File: src/rtl/tms_ser_pkg.sv
`timescale 1ns/1ps
package tms_ser_pkg;
  parameter int unsigned TMS_CHANNELS = 2;
  parameter int unsigned TMS_BYTE_W   = 8;
  parameter int unsigned TMS_LEN_W    = 32;
  localparam int unsigned TMS_SLOTS   = 2;
  localparam int unsigned TMS_OCC_W   = $clog2(TMS_SLOTS + 1);

  typedef enum logic [1:0] {
    SRC_HOLD   = 2'd0,
    SRC_FORCE1 = 2'd1,
    SRC_SHIFT  = 2'd2
  } tms_src_e;
endpackage

File: src/rtl/tms_rst_sync.sv
`timescale 1ns/1ps
module tms_rst_sync #(
  parameter int unsigned STAGES = 2
) (
  input  logic clk,
  input  logic rst_n,
  output logic rst_sync_n
);
  logic [STAGES-1:0] sync_q;

  always_ff @(negedge clk or negedge rst_n) begin
    if (!rst_n) sync_q <= '0;
    else        sync_q <= {sync_q[STAGES-2:0], 1'b1};
  end

  assign rst_sync_n = sync_q[STAGES-1];
endmodule

File: src/rtl/tms_bit_ctr.sv
`timescale 1ns/1ps
module tms_bit_ctr #(
  parameter int unsigned DW = 8,
  localparam int unsigned BW = $clog2(DW)
) (
  input  logic          clk,
  input  logic          rst_n,
  input  logic          step,
  input  logic          restart,
  output logic [BW-1:0] bit_idx,
  output logic          last_bit
);
  logic [BW-1:0] cnt_q, cnt_d;

  always_comb begin
    cnt_d = cnt_q;
    if (restart)                  cnt_d = '0;
    else if (cnt_q == BW'(DW-1))  cnt_d = '0;
    else                          cnt_d = cnt_q + BW'(1);
  end

  always_ff @(negedge clk or negedge rst_n) begin
    if (!rst_n)     cnt_q <= '0;
    else if (step)  cnt_q <= cnt_d;
  end

  assign bit_idx  = cnt_q;
  assign last_bit = (cnt_q == BW'(DW-1));
endmodule

File: src/rtl/tms_channel.sv
`timescale 1ns/1ps
module tms_channel
  import tms_ser_pkg::*;
#(
  parameter int unsigned DW = 8,
  localparam int unsigned BW = $clog2(DW)
) (
  input  logic          clk,
  input  logic          rst_n,
  input  logic          wr_en,
  input  logic [DW-1:0] wr_data,
  input  logic          ch_en,
  input  logic          step,
  input  logic [BW-1:0] bit_idx,
  input  logic          byte_end,
  input  logic          tc_step,
  input  logic          force_high,
  input  logic          hold,
  output logic          tms_q,
  output logic          not_full
);
  logic [TMS_SLOTS-1:0][DW-1:0] slot_q;
  logic [TMS_OCC_W-1:0]         occ_q, occ_d;
  logic                         wr_ptr_q, rd_ptr_q;
  logic                         tms_d;
  logic                         full, nonempty, wr_ok, shift, pop;
  tms_src_e                     src;

  assign full     = (occ_q == TMS_OCC_W'(TMS_SLOTS));
  assign nonempty = (occ_q != '0);
  assign wr_ok    = wr_en & ~full;
  assign shift    = ch_en & step & nonempty;
  assign pop      = shift & (byte_end | tc_step);

  always_comb begin
    occ_d = occ_q;
    if (wr_ok && !pop)      occ_d = occ_q + TMS_OCC_W'(1);
    else if (pop && !wr_ok) occ_d = occ_q - TMS_OCC_W'(1);
  end

  always_comb begin
    if (hold)            src = SRC_HOLD;
    else if (force_high) src = SRC_FORCE1;
    else if (shift)      src = SRC_SHIFT;
    else                 src = SRC_HOLD;
  end

  always_comb begin
    unique case (src)
      SRC_FORCE1: tms_d = 1'b1;
      SRC_SHIFT:  tms_d = slot_q[rd_ptr_q][bit_idx];
      default:    tms_d = tms_q;
    endcase
  end

  always_ff @(negedge clk) begin
    if (wr_ok) slot_q[wr_ptr_q] <= wr_data;
  end

  always_ff @(negedge clk or negedge rst_n) begin
    if (!rst_n) begin
      occ_q    <= '0;
      wr_ptr_q <= 1'b0;
      rd_ptr_q <= 1'b0;
      tms_q    <= 1'b1;
    end else begin
      occ_q <= occ_d;
      if (wr_ok) wr_ptr_q <= ~wr_ptr_q;
      if (pop)   rd_ptr_q <= ~rd_ptr_q;
      tms_q <= tms_d;
    end
  end

  assign not_full = ~full;
endmodule

File: src/rtl/tms_dual_serializer.sv
`timescale 1ns/1ps
module tms_dual_serializer
  import tms_ser_pkg::*;
#(
  parameter int unsigned NCH = TMS_CHANNELS,
  parameter int unsigned DW  = TMS_BYTE_W,
  parameter int unsigned CW  = TMS_LEN_W,
  localparam int unsigned BW = $clog2(DW)
) (
  input  logic           sck,
  input  logic           rst_n,
  input  logic           hiz,
  input  logic [NCH-1:0] wr_en,
  input  logic [DW-1:0]  wr_data,
  input  logic [NCH-1:0] ch_en,
  input  logic           tck_en,
  input  logic           loopback,
  input  logic           cnt_en,
  input  logic [CW-1:0]  cnt_val,
  input  logic           auto_high,
  output logic [NCH-1:0] tms_o,
  output logic [NCH-1:0] tms_oe,
  output logic [NCH-1:0] not_full
);
  logic          rst_sync_n;
  logic          step, at_one, tc_step, force_high;
  logic [BW-1:0] bit_idx;
  logic          last_bit;

  assign step       = tck_en & ~loopback;
  assign at_one     = (cnt_val == CW'(1));
  assign tc_step    = step & cnt_en & at_one;
  assign force_high = auto_high & at_one;

  tms_rst_sync #(.STAGES(2)) i_rst_sync (
    .clk        (sck),
    .rst_n      (rst_n),
    .rst_sync_n (rst_sync_n)
  );

  tms_bit_ctr #(.DW(DW)) i_bit_ctr (
    .clk      (sck),
    .rst_n    (rst_sync_n),
    .step     (step),
    .restart  (tc_step),
    .bit_idx  (bit_idx),
    .last_bit (last_bit)
  );

  for (genvar g = 0; g < NCH; g++) begin : g_ch
    tms_channel #(.DW(DW)) i_channel (
      .clk        (sck),
      .rst_n      (rst_sync_n),
      .wr_en      (wr_en[g]),
      .wr_data    (wr_data),
      .ch_en      (ch_en[g]),
      .step       (step),
      .bit_idx    (bit_idx),
      .byte_end   (last_bit),
      .tc_step    (tc_step),
      .force_high (force_high),
      .hold       (loopback),
      .tms_q      (tms_o[g]),
      .not_full   (not_full[g])
    );
  end

  assign tms_oe = {NCH{~hiz}};
endmodule

File: config.mk
export PLATFORM = sky130hd
export DESIGN_NAME = tms_dual_serializer
export DESIGN_NICKNAME = d
export VERILOG_FILES = /design/src/rtl/tms_ser_pkg.sv /design/src/rtl/tms_rst_sync.sv /design/src/rtl/tms_bit_ctr.sv /design/src/rtl/tms_channel.sv /design/src/rtl/tms_dual_serializer.sv
export SDC_FILE = /design/constraint.sdc
export NUM_CORES = 1
export LEC_CHECK = 0
export BUFFER_PORTS_ARGS = -buffer_cell sky130_fd_sc_hd__buf_4
export CAP_MARGIN = 5
export CORE_MARGIN = 1.5
export CORE_UTILIZATION = 30
export CTS_CLUSTER_SIZE = 28
export DETAILED_ROUTE_END_ITERATION = 10
export PLACE_DENSITY = 0.54
export SLEW_MARGIN = 20
export SYNTH_ARGS = -nofsm -noshare
export SYNTH_HDL_FRONTEND = slang
export SYNTH_HIERARCHICAL = 1
export SYNTH_SLANG_ARGS = --single-unit
File: constraint.sdc
create_clock -name sck -period 0.8 [get_ports sck]
set_input_delay 0.04 -clock sck [delete_from_list [all_inputs] [get_ports sck]]
set_output_delay 0.04 -clock sck [all_outputs]
set_load 0.01 [all_outputs]
==> tab_implementation.tex <==
\begin{tabular}{lr}
\hline
Metric & Value \\
\hline
\multicolumn{2}{l}{\textbf{Status}} \\
\quad Result of the run & finished, violations left \\
\quad Violations in the final reports & setup timing \\
\multicolumn{2}{l}{\textbf{Setup path}} \\
\quad Crit start category & input port \\
\quad Endpoint arrival time on the critical path & 1.76 ns \\
\quad Slowest stage cell on the critical path & nor4\_4 \\
\quad Largest incremental delay on the critical path & 0.26 ns \\
\quad Path depth of the worst reg2reg path & 7 \\
\quad Critical Path End & g\_ch[1].i\_channel/tms\_q\$\_DFFE\_NN1P\_ \\
\quad Worst setup path category & input port to flip-flop \\
\quad Data required, critical path & 0.68 ns \\
\quad Endpoint kind of the worst setup timing path & flip-flop \\
\quad Setup crit start & cnt\_val[23] \\
\quad R2r setup slk & -0.90 ns \\
\quad Reg2Reg Launch Point & i\_bit\_ctr/bit\_idx[0]\$\_DFFE\_NN0P\_ \\
\quad Ordered cell list for the critical path & buf\_6 -> nor4\_4 -> nand4\_1 -> nor3\_4 -> buf\_4 -> nand2b\_1 -> ha\_4 -> nand2b\_4 -> a221oi\_2 -> a41oi\_1 \\
\quad Worst reg2reg endpoint & g\_ch[0].i\_channel/occ\_q[1]\$\_DFFE\_NN0P\_ \\
\quad Worst-path maximum fanout & 3 \\
\multicolumn{2}{l}{\textbf{Routing}} \\
\quad Iteration-0 DRC count of the detailed router & 53 \\
\quad Detailed-route wire length on metal 1 & 2026 um \\
\quad Length of the first detailed-routing pass in iterations & 4 \\
\quad Routed length per placed instance & 13.53 um \\
\quad Met2 wire len & 2648 um \\
\quad Via density per instance & 4.467 \\
\quad Highest signal layer in the routed design & met4 \\
\quad Detailed-route DRC error count & 0 \\
\quad Post-route antenna net violation count & 0 \\
\quad Total number of vias & 1675 \\
\quad Sum of routed wire length over all layers & 5074 um \\
\quad Sum of met3 wire segment lengths after detailed routing & 311 um \\
\multicolumn{2}{l}{\textbf{CTS}} \\
\quad CTS root buf & clkbuf\_8 \\
\quad Source-to-sink clock delay at the later pin of the worst-skew pair & 0.38 ns \\
\quad Clock buffer count from CTS & 5 \\
\quad Bufs on Longest Clock Path & 2 \\
\quad Sinks on Clock Net & 47 \\
\quad Clock-pin slew reported for the worst setup and hold paths after clock tree synthesis & 0.07 ns \\
\quad H-tree depth reported by CTS & 2 \\
\quad CTS tree & built \\
\multicolumn{2}{l}{\textbf{Global routing}} \\
\quad Pin count of the biggest net entering global routing & 17 \\
\quad Total routing usage reported by global routing & 13.71\% \\
\quad Number of global-route vias before repair & 1706 \\
\quad Number of antenna violations at the first check in global routing & 0 \\
\quad Global-route wire length before repair & 7776 um \\
\quad Total congestion overflow after global routing & 0 \\
\multicolumn{2}{l}{\textbf{STA}} \\
\quad Final-report hold violation count & 0 \\
\quad Slew Viols, Final & 0 \\
\quad Crit path setup slack, layout & -1.084 ns \\
\quad RSZ-0062 raised after global routing & true \\
\quad Count of endpoints failing setup in the final report & 49 \\
\quad Worst hold slack & 0.1178 ns \\
\quad Setup Total Neg Slack & -31.12 ns \\
\quad Clock Skew & 0.06998 ns \\
\multicolumn{2}{l}{\textbf{Power and ir drop}} \\
\quad Power density relative to cell area & 2812 mW/mm\^{}2 \\
\quad P\_leak & 0.001598 uW \\
\quad IR drop worst, VDD & 0.001099 V \\
\multicolumn{2}{l}{\textbf{Job}} \\
\quad Total of max-cap violations & 0 \\
\multicolumn{2}{l}{\textbf{Finish}} \\
\quad Utilization after layout & 52.67\% \\
\quad Non-filler instance count after layout & 375 \\
\quad Area of all sequential standard cells & 0.001339 mm\^{}2 \\
\quad Footprint of the multi-input gates & 0.001020 mm\^{}2 \\
\quad Fill cell total of the finished layout & 599 \\
\quad Inserted Diodes & 0 \\
\quad Synthesis-to-finish area growth & 68.88\% \\
\quad Commonest cells after routing, fill and taps aside & 71 x buf\_4, 41 x inv\_1, 32 x edfxtp\_1, 27 x buf\_6, 13 x dfrtn\_1 \\
\quad Fraction of layout cells with a size suffix above 1 & 53.05\% \\
\quad Most frequent standard cell in the layout excluding fill and tap cells & buf\_4 \\
\quad Layout Nets & 335 \\
\multicolumn{2}{l}{\textbf{Synth}} \\
\quad Share of Yosys cell area claimed by the top area cell type & 45.10\% \\
\quad Synthesized area & 0.002131 mm\^{}2 \\
\quad Average cell area after synthesis & 15.22 um\^{}2 \\
\quad Post-synth net total & 197 \\
\quad Library cell with the largest summed area after synthesis & edfxtp\_1 \\
\quad Distinct cell type count of the synthesized netlist & 30 \\
\quad Area contributors post-synth & edfxtp\_1 45\%, dfrtn\_1 15\%, mux4\_1 7.4\%, ha\_1 3.5\%, dfstp\_2 2.5\% \\
\quad Seq cells post-synth & 47 \\
\quad Gate count of the mapped netlist & 140 \\
\quad Share of synthesized area occupied by flip-flops and latches & 62.83\% \\
\quad Syn. warnings & 6 \\
\multicolumn{2}{l}{\textbf{Die}} \\
\quad Placeable core region & 0.006832 mm\^{}2 \\
\quad Number of top-level pins & 57 \\
\quad Std cell rows & 30 \\
\quad Effective utilization at floorplan & 31.19\% \\
\quad Die extent in y & 87.28 um \\
\quad Die outline area & 0.007617 mm\^{}2 \\
\quad Chip width & 87.28 um \\
\multicolumn{2}{l}{\textbf{Min path}} \\
\quad Path type of the worst min-delay path & flip-flop to async pin \\
\multicolumn{2}{l}{\textbf{Placed design}} \\
\quad Number of buffer cells added on primary ports & 56 \\
\quad Half-perimeter wire length after detailed placement & 3617 um \\
\quad Dpl cells & 319 \\
\quad Final weighted congestion in routability-driven placement & 0.7051 \\
\hline
\end{tabular}
-- cell usage after synthesis --
cell	instances
o21ai_0	3
nor3b_1	2
xnor2_1	6
mux2_2	4
nor2b_1	3
dfstp_2	2
nand2_1	3
conb_1	1
nor2_1	4
mux4_1	6
a41oi_1	2
nand3_1	2
inv_1	9
ha_1	6
nand3b_1	6
edfxtp_1	32
and3_1	2
o21bai_1	2
dfrtn_1	13
nand2b_1	6
nor3_1	6
xor2_1	4
a221oi_1	2
nor4b_2	1
o211ai_1	2
nor4_2	4
nor4_1	3
buf_4	1
nand4_1	2
or4b_1	1
-- registers in the layout (all words and copies together) (netlist names) --
name,cells
g_ch.i_channel/occ_q,4
g_ch.i_channel/rd_ptr_q,2
g_ch.i_channel/slot_q,32
g_ch.i_channel/tms_q,2
g_ch.i_channel/wr_ptr_q,2
i_bit_ctr/bit_idx,3
i_rst_sync/sync_q,2
-- cell families after synthesis --
logic type	after synthesis	share of synthesized area, %
AO/OA/AOI/OAI	11	3.758
XOR/XNOR	10	4.110
adder cells (fa/ha/maj)	6	3.523
buffers and inverters	10	1.938
flip-flops	47	62.83
multiplexers	10	9.512
other	1	0.1760
AND/OR/NAND/NOR	45	14.15
-- per-stage QoR --
stage	setup slack [ns]	total power (uW)	area [um^2]
2_1_floorplan	-1.183	5598	2207
3_3_place_gp	-1.518	6954	2950
3_5_place_dp	-1.546	7005	2950
4_1_cts	-1.111	9756	3383
5_1_grt	-1.183	10840	3598
6_report	-1.084	10120	3598
-- final cells by class --
cell class,instances,share of cell area (%)
well taps,96,3.338
multi-input cells,83,28.34
repair buffers,100,24.10
flip-flops and latches,47,37.20
clock buffers,5,1.912
inverters,7,0.7302
clock inverters,37,4.381
-- layer usage --
layer  vias to the layer above  global-route usage, %
met5                         -                      0
met4                         0                  6.638
met3                         8                  2.559
met2                        54                  25.45
met1                       799                  14.82
li1                        814                      -
-- worst max-delay path, delay by kind of cell --
kind / cells / cell delay (ns)
and+or+nand+nor: 5 / 0.96
AOI/OAI and AO/OA: 2 / 0.30
buffers and inverters: 2 / 0.25
adders and majority gates: 1 / 0.22
-- report_power, final --
| group | total (uW) | switching, uW | internal [uW] |
|---|---|---|---|
| Clock | 2190 | 1310 | 880 |
| Combinational | 4160 | 1690 | 2480 |
| Sequential | 3770 | 350 | 3420 |
-- what timing repair did --
action | CTS | global route
endpoints found under the hold margin | 2 | 0
pin swaps | 12 | 17
hold buffers | 1 | 0
setup buffers | 9 | 9
resized for setup | 27 | 35
setup endpoints to repair | 49 | 49
-- worst min path at each step --
stage / startpoint / end / slack (ns)
after floorplan: rst_n / i_rst_sync/sync_q[0]$_DFF_NN0_ / 0.04
after global placement: rst_n / i_rst_sync/sync_q[0]$_DFF_NN0_ / 0.11
after detailed placement: rst_n / i_rst_sync/sync_q[0]$_DFF_NN0_ / 0.12
after CTS: i_rst_sync/sync_q[1]$_DFF_NN0_ / g_ch[1].i_channel/occ_q[1]$_DFFE_NN0P_ / 0.14
after global routing: i_rst_sync/sync_q[1]$_DFF_NN0_ / g_ch[1].i_channel/occ_q[1]$_DFFE_NN0P_ / 0.15
final: i_rst_sync/sync_q[1]$_DFF_NN0_ / g_ch[1].i_channel/occ_q[1]$_DFFE_NN0P_ / 0.12
Power figures use the tool's default switching activity.
